## src/rtl/bpd_pkg.sv

```systemverilog
package bpd_pkg;
  typedef enum logic {
    SRC_USB = 1'b0,
    SRC_PS2 = 1'b1
  } evt_src_e;
endpackage

```

## src/rtl/bpd_tick_gen.sv

```systemverilog
module bpd_tick_gen #(
  parameter int TICK_DIV = 48
) (
  input  logic clk,
  input  logic rst_n,
  output logic tick
);
  localparam int CW = (TICK_DIV > 1) ? $clog2(TICK_DIV) : 1;
  localparam logic [CW-1:0] LAST = CW'(TICK_DIV - 1);

  logic [CW-1:0] cnt_q, cnt_d;

  always_comb begin
    tick  = (cnt_q == LAST);
    cnt_d = tick ? '0 : cnt_q + 1'b1;
  end

  always_ff @(posedge clk or negedge rst_n) begin
    if (!rst_n) cnt_q <= '0;
    else        cnt_q <= cnt_d;
  end
endmodule

```

## src/rtl/bpd_low_run.sv

```systemverilog
// Counts consecutive ticks on which a line condition is seen, saturating
// at the threshold. Reports the threshold crossing and the release.
module bpd_low_run #(
  parameter int THRESH = 4
) (
  input  logic clk,
  input  logic rst_n,
  input  logic tick,
  input  logic cond,
  output logic qual,
  output logic reach,
  output logic gone
);
  localparam int CW = $clog2(THRESH + 1);
  localparam logic [CW-1:0] TH    = CW'(THRESH);
  localparam logic [CW-1:0] TH_M1 = CW'(THRESH - 1);

  logic [CW-1:0] run_q, run_d;
  logic          run_en;

  always_comb begin
    qual   = (run_q == TH);
    reach  = tick & cond & (run_q == TH_M1);
    gone   = tick & ~cond & qual;
    run_en = tick;
    run_d  = run_q;
    if (!cond)      run_d = '0;
    else if (!qual) run_d = run_q + 1'b1;
  end

  always_ff @(posedge clk or negedge rst_n) begin
    if (!rst_n)      run_q <= '0;
    else if (run_en) run_q <= run_d;
  end
endmodule

```

## src/rtl/bpd_irq_latch.sv

```systemverilog
module bpd_irq_latch
  import bpd_pkg::*;
(
  input  logic     clk,
  input  logic     rst_n,
  input  logic     usb_end,
  input  logic     ps2_start,
  input  logic     irq_en,
  input  logic     pend_w1c,
  output logic     pend,
  output evt_src_e src
);
  logic     pend_q, pend_d;
  evt_src_e src_q, src_d;
  logic     accept;

  always_comb begin
    accept = (usb_end | ps2_start) & irq_en;
    pend_d = pend_q;
    src_d  = src_q;
    if (accept) begin
      pend_d = 1'b1;
      src_d  = ps2_start ? SRC_PS2 : SRC_USB;
    end else if (pend_w1c) begin
      pend_d = 1'b0;
    end
  end

  always_ff @(posedge clk or negedge rst_n) begin
    if (!rst_n) begin
      pend_q <= 1'b0;
      src_q  <= SRC_USB;
    end else begin
      pend_q <= pend_d;
      src_q  <= src_d;
    end
  end

  assign pend = pend_q;
  assign src  = src_q;
endmodule

```

## src/rtl/busrst_ps2_detect.sv

```systemverilog
module busrst_ps2_detect
  import bpd_pkg::*;
#(
  parameter int TICK_DIV  = 48,
  parameter int SE0_TICKS = 4,
  parameter int PS2_TICKS = 6
) (
  input  logic clk,
  input  logic rst_n,
  input  logic dp_s,
  input  logic dn_s,
  input  logic kbd_data_s,
  input  logic irq_en,
  input  logic pend_w1c,
  output logic irq_pend,
  output logic addr_clr,
  output logic evt_is_ps2
);
  localparam int NCH = 2;
  localparam int CH_USB = 0;
  localparam int CH_PS2 = 1;

  logic            tick;
  logic [NCH-1:0]  cond, qual, reach, gone;
  evt_src_e        src;

  assign cond[CH_USB] = ~dp_s & ~dn_s;
  assign cond[CH_PS2] = ~kbd_data_s;

  bpd_tick_gen #(.TICK_DIV(TICK_DIV)) u_tick (
    .clk(clk), .rst_n(rst_n), .tick(tick)
  );

  for (genvar c = 0; c < NCH; c++) begin : g_ch
    localparam int TH = (c == CH_USB) ? SE0_TICKS : PS2_TICKS;
    bpd_low_run #(.THRESH(TH)) u_run (
      .clk(clk), .rst_n(rst_n), .tick(tick), .cond(cond[c]),
      .qual(qual[c]), .reach(reach[c]), .gone(gone[c])
    );
  end

  bpd_irq_latch u_latch (
    .clk(clk), .rst_n(rst_n),
    .usb_end(gone[CH_USB]), .ps2_start(reach[CH_PS2]),
    .irq_en(irq_en), .pend_w1c(pend_w1c),
    .pend(irq_pend), .src(src)
  );

  assign addr_clr   = |qual;
  assign evt_is_ps2 = (src == SRC_PS2);
endmodule

```

## config.mk

```make
export PLATFORM = sky130hd
export DESIGN_NAME = busrst_ps2_detect
export DESIGN_NICKNAME = d
export VERILOG_FILES = /design/src/rtl/bpd_pkg.sv /design/src/rtl/bpd_tick_gen.sv /design/src/rtl/bpd_low_run.sv /design/src/rtl/bpd_irq_latch.sv /design/src/rtl/busrst_ps2_detect.sv
export SDC_FILE = /design/constraint.sdc
export NUM_CORES = 1
export LEC_CHECK = 0
export BUFFER_PORTS_ARGS = -buffer_cell sky130_fd_sc_hd__buf_2
export CORE_MARGIN = 2
export CORE_UTILIZATION = 54
export CTS_CLUSTER_SIZE = 16
export DETAILED_ROUTE_END_ITERATION = 8
export GPL_ROUTABILITY_DRIVEN = 1
export MAX_ROUTING_LAYER = met4
export PLACE_DENSITY = 0.87
export SETUP_SLACK_MARGIN = 0.5
export SLEW_MARGIN = 20
export SYNTH_ARGS = -nofsm -noshare
export SYNTH_HDL_FRONTEND = slang
export SYNTH_SLANG_ARGS = --single-unit
```

## constraint.sdc

```tcl
create_clock -name clk -period 1.8 [get_ports clk]
set_input_delay 0.36 -clock clk [delete_from_list [all_inputs] [get_ports clk]]
set_output_delay 0.36 -clock clk [all_outputs]
set_load 0.05 [all_outputs]
```

Yosys cells after proc, flatten, opt, wreduce, memory -nomap -nowiden
Index checks and enable logic that the tools add are counted.
W data, S select, Z words.
{"block": "classes", "eq_ne": 6, "n_bitwise": 11, "muxes": 8, "addsub": 3, "reduce_logical": 4}
{"operator": "$mux W3", "n": 4}
{"operator": "$eq A3 B3 Y1 const B", "n": 3}
{"operator": "$add A3 B1 Y3 const B", "n": 2}
{"operator": "$add A6 B1 Y6 const B", "n": 1}
{"operator": "$and A1 B1 Y1", "n": 6}
{"operator": "$eq A6 B6 Y1 const B", "n": 1}
{"operator": "$mux W6", "n": 1}
{"operator": "$ne A2 B2 Y1 const B", "n": 2}
{"operator": "$not A1 Y1", "n": 4}
{"operator": "$reduce_and A2 Y1", "n": 2}
{"operator": "$mux W1", "n": 3}
{"operator": "$reduce_bool A2 Y1", "n": 1}
{"operator": "$reduce_or A2 Y1", "n": 1}
{"operator": "$or A1 B1 Y1", "n": 1}
{"block": "word_totals", "ff_bits": 14, "output_inout_bits": 3}

Logic depth before layout (Yosys ltp)
{"block": "depth", "depth_word": 8, "ltp_mapped": 6, "ltp_nobuf": 5}

Cells and area by module
Synthesis repeated with hierarchy kept, for this count alone.
{"block": "unflattened", "hier_cells": 75, "hier_area_um2": 755.7}
{"module": "bpd_tick_gen", "instances": 1, "cells_each": 22, "area_each_um2": 259.0}
{"module": "bpd_low_run at g_ch[1].u_run", "instances": 1, "cells_each": 22, "area_each_um2": 206.4}
{"module": "bpd_low_run at g_ch[0].u_run", "instances": 1, "cells_each": 21, "area_each_um2": 200.2}
{"module": "bpd_irq_latch", "instances": 1, "cells_each": 7, "area_each_um2": 76.3}
{"module": "busrst_ps2_detect", "instances": 1, "cells_each": 3, "area_each_um2": 13.8}

Worst setup path before layout
No wires, ideal clock.
{"block": "synth_path", "path_kind": "register to register", "startpoint": "register u_tick.cnt_q[0]", "endpoint": "register u_latch.src_q (netlist: u_latch.src)", "n_path_buf": 2, "path_stages_with_launch": 7, "path_slack_ns": 0.254, "arrival_time_ns": 1.424, "setup_ns": 0.122, "path_cell_list": "dfrtp_1 > ha_1 > and3_2 > clkbuf_2 > and2_1 > buf_6 > a32o_1"}
{"block": "synth_between", "elab_chain_len": 5, "word_cells_on_any_way": 8}
{"item": "start: declaration", "line": "bpd_tick_gen.sv:11", "source": "logic [CW-1:0] cnt_q, cnt_d;"}
{"item": "start signal: assignment", "line": "bpd_tick_gen.sv:20", "source": "else cnt_q <= cnt_d;"}
{"item": "$eq A6 B6 Y1 (*)", "line": "bpd_tick_gen.sv:14", "source": "tick = (cnt_q == LAST);"}
{"item": "$and A1 B1 Y1, on equally long branches (2 in series)", "line": "bpd_low_run.sv:24, bpd_low_run.sv:23"}
{"item": "$or A1 B1 Y1", "line": "bpd_irq_latch.sv:18", "source": "accept = (usb_end | ps2_start) & irq_en;"}
{"item": "$and A1 B1 Y1", "line": "bpd_irq_latch.sv:18"}
{"item": "end signal: assignment", "line": "bpd_irq_latch.sv:35", "source": "src_q <= src_d;"}
{"item": "end: declaration", "line": "bpd_irq_latch.sv:14", "source": "evt_src_e src_q, src_d;"}
Mark *: on every way between the ends. The rest lies on a longest branch, timed or not.
A chain may end at the register's enable or synchronous reset.

Worst setup path in the final report
{"block": "layout_path", "startpoint": "register g_ch[0].u_run.run_q[0]", "endpoint": "register u_latch.src_q (netlist: u_latch.src)"}
{"block": "layout_between", "elab_chain_len": 4}
{"item": "start: declaration", "line": "bpd_low_run.sv:18", "source": "logic [CW-1:0] run_q, run_d;"}
{"item": "start signal: assignment", "line": "bpd_low_run.sv:33", "source": "else if (run_en) run_q <= run_d;"}
{"item": "$eq A3 B3 Y1", "line": "bpd_low_run.sv:22", "source": "qual = (run_q == TH);"}
{"item": "$and A1 B1 Y1", "line": "bpd_low_run.sv:24", "source": "gone = tick & ~cond & qual;"}
{"item": "$or A1 B1 Y1", "line": "bpd_irq_latch.sv:18"}
{"item": "$and A1 B1 Y1", "line": "bpd_irq_latch.sv:18"}
No other way between the ends.

==> summary.md <==
| Metric | Value |
|---|---|
| Worst-skew pair later-pin latency | `around 0.27 ns` |
| Final period util | `87.23%` |
| Reg power frac | `57.1%` |
| Worst Setup End Kind | `register` |
| Core area | `between 1000 and 1500 µm²` |
| Syn Nets | `87` |
| Total Wirelength | `roughly 2400 µm` |
| Row count | `13` |
| H-tree levels | `1` |
| Initial antenna violation count | `0` |
| Ports | `10` |
| Root Driver | `clkbuf_4` |
| Area share of the largest cell type after synthesis | `46.43%` |
| Global Route Usage Sum | `30.32%` |
| Seq/Total Area, Yosys | `46.43%` |
| Die Wd | `41.38 µm` |
| Die height | `slightly above 40 µm` |
| Setup tns final | `0 ns` |
| Power share of the combinational group | `between 10% and 20%` |
| Worst Path Arrival | `between 1.5 and 2 ns` |
| Critical path startpoint category | `register` |
| Top_reg_cell synth | `dfrtp_1` |
| Syn_area_per_cell | `10.20 µm²` |
| DRC viols | `0` |
| Cells after Synth | `74` |
| Largest cells by area after synthesis | `dfrtp_1 46%, ha_1 10%, a32o_1 5.3%` |
| Clock Skews | `0.0007208 ns` |
| Number of flops mapped to enable cells by yosys | `0` |
| Gr ovfl total | `0` |
| Yosys warns | `0` |
| Synth Register Bits | `14` |
| Post-route ant nets | `0` |
| Sw power | `0.0001427 W` |
| F_max | `636.9 MHz` |
| Min Tclk post-route | `1.570 ns` |
| Slew Viols, Final | `0` |
| GP Congestion | `0.7633` |
| CTS Buf Count | `3` |
| Internal power | `0.0004306 W` |
| Largest net degree at the start of global routing | `15` |
| Worst R2R Path Depth | `5` |
| Leak | `0.5051 nW` |
| CTS tree | `done` |
| Worst setup path category | `reg -> reg` |
| Syn Std Cell Area | `approximately 750 µm²` |
| Synth cell types | `31` |
| Iter 0 DRT Violations | `42` |
| Final hold viol count | `0` |
| Port-buffer cells | `9` |
| RSZ-0062 raised after global routing | `yes` |
| Sw Ratio | `24.89%` |
| Vias/cell | `about 6.4` |
| Antenna diodes | `0` |
| WHS Path Cells | `2` |
| Total number of vias | `743` |
| Routed WL per cell | `~21 µm` |
| Data required time at the worst endpoint | `1.95 ns` |
| Initial Utilization | `57.98%` |
| Most frequent cells in the layout | `13 x dfrtp_1, 13 x buf_4, 8 x buf_2` |
| Worst Path Max Fanout | `4` |
| Max_slew headroom | `71.32%` |
| First-pass iteration count of the detailed router | `4` |
| Max Cap Viol | `0` |
| P&R area growth vs syn | `44.94%` |
| Placed Area | `818.3 µm²` |
| Least-Margin Pin Slew | `0.4276 ns` |
| Fin nets | `116` |
| Clock Pin Slew Worst Setup and Hold Paths | `roughly 0.070 ns` |
| Min-Delay Path Class | `in -> reg` |
| # clock sinks | `14` |
| Status | `complete, no violations` |
| Share of cells above drive strength 1 | `50.50%` |
| Core Util, Final | `~84%` |
| Clock Path Buffers | `2` |
| Cell area after layout | `1094 µm²` |
| First-pass GRT wire length | `3105 µm` |
| Via count of the first global-routing pass | `roughly 700` |
| Ys async rst share | `100.0%` |
| Power per Cell Area | `524.3 nW/µm²` |
| Worst VDD drop | `just under 0.5 mV` |
| Final setup fails | `0` |
| Post-DP HPWL | `1094 µm` |
| Leading area contributor after synthesis | `dfrtp_1` |
| Area of the die | `1712 µm²` |
| Clk network pwr share | `28.9%` |
| Fin Hold WS | `between 0.4 and 0.5 ns` |
==> flip-flops by register name, indices dropped and copies added (netlist names) <==
name and cells:
u_latch.pend 1, u_tick.cnt_q 6, g_ch.u_run.run_q 6, u_latch.src 1
==> worst paths after layout <==
path / from / to / slack, ns
max: g_ch[0].u_run.run_q[0]$_DFFE_PN0P_ / u_latch.src$_DFFE_PN0P_ / 0.23
min: kbd_data_s / g_ch[1].u_run.run_q[1]$_DFFE_PN0P_ / 0.40
max reg2reg: g_ch[0].u_run.run_q[0]$_DFFE_PN0P_ / u_latch.src$_DFFE_PN0P_ / 0.23
min reg2reg: u_tick.cnt_q[1]$_DFF_PN0_ / u_tick.cnt_q[1]$_DFF_PN0_ / 0.55
max in group asynchronous: rst_n / g_ch[1].u_run.run_q[1]$_DFFE_PN0P_ / 0.99
min in group asynchronous: rst_n / g_ch[1].u_run.run_q[2]$_DFFE_PN0P_ / 0.55
==> layer usage <==
layer  GRT usage (%)  vias up  wire length (µm)
met5               -        -                 0
met4           22.58        0                80
met3           10.11       13               148
met2           49.61       51              1209
met1           29.73      351               969
li1                -      328                 -
==> power groups by stage <==
stage	registers [W]	logic (W)	clock network, W
after global routing	0.000328	0.0000869	0.000183
after CTS	0.000325	0.0000612	0.000175
after detailed placement	0.000330	0.0000501	0
after global placement	0.000330	0.0000484	0
final	0.000327	0.0000805	0.000166
after floorplan	0.000333	0.0000237	0
==> critical path: stages (launching register included) <==
cell,delay (ns)
dfrtp_1,0.40
inv_2,0.09
ha_4,0.15
nand2_4,0.06
or4_1,0.52
a32o_1,0.24
==> synthesized netlist by cell type (all sizes together), types with 2 or more instances <==
cell type / instances
nor2: 5
o22ai: 2
a32o: 4
ha: 6
a31oi: 2
nand3: 3
o21ai: 2
a21oi: 3
dfrtp: 14
xor2: 2
inv: 6
and3: 2
nand2: 7
==> kinds of logic after synthesis <==
logic type	after synthesis	synth area share, %
and+or+nand+nor	24	16.42
AOI/OAI and AO/OA	20	19.74
adders and majority gates	6	9.950
buffers and inverters	8	5.140
xor gates and xnor gates	2	2.322
DFF	14	46.44
==> metrics by stage <==
stage,std cells,setup slack (ns),total power [W]
after CTS,112,0.2589,0.0005605
after detailed placement,96,0.2537,0.0003802
after global placement,96,0.3021,0.0003781
after global routing,116,0.1940,0.0005976
after floorplan,74,0.3246,0.0003569
final,116,0.2298,0.0005733
==> final cells by class <==
cell class	instances	area, µm²
Sequential cell	14	351.6
Clock buffer	3	22.52
Multi-Input combinational cell	53	493.0
Timing Repair Buffer	25	185.2
Fill cell	65	207.7
Tap cell	15	18.77
Inverter	6	22.52
==> repair_timing <==
action | 4_1_cts | 5_1_grt
hold buffers | 1 | 0
hold endpoints to repair | 14 | 0
buffers inserted | 11 | 4
cloned | 1 | 0
endpoints found under the setup margin | 10 | 9
gates resized for setup | 14 | 14
pin swaps | 5 | 7
(Power assumes the default switching activity.)
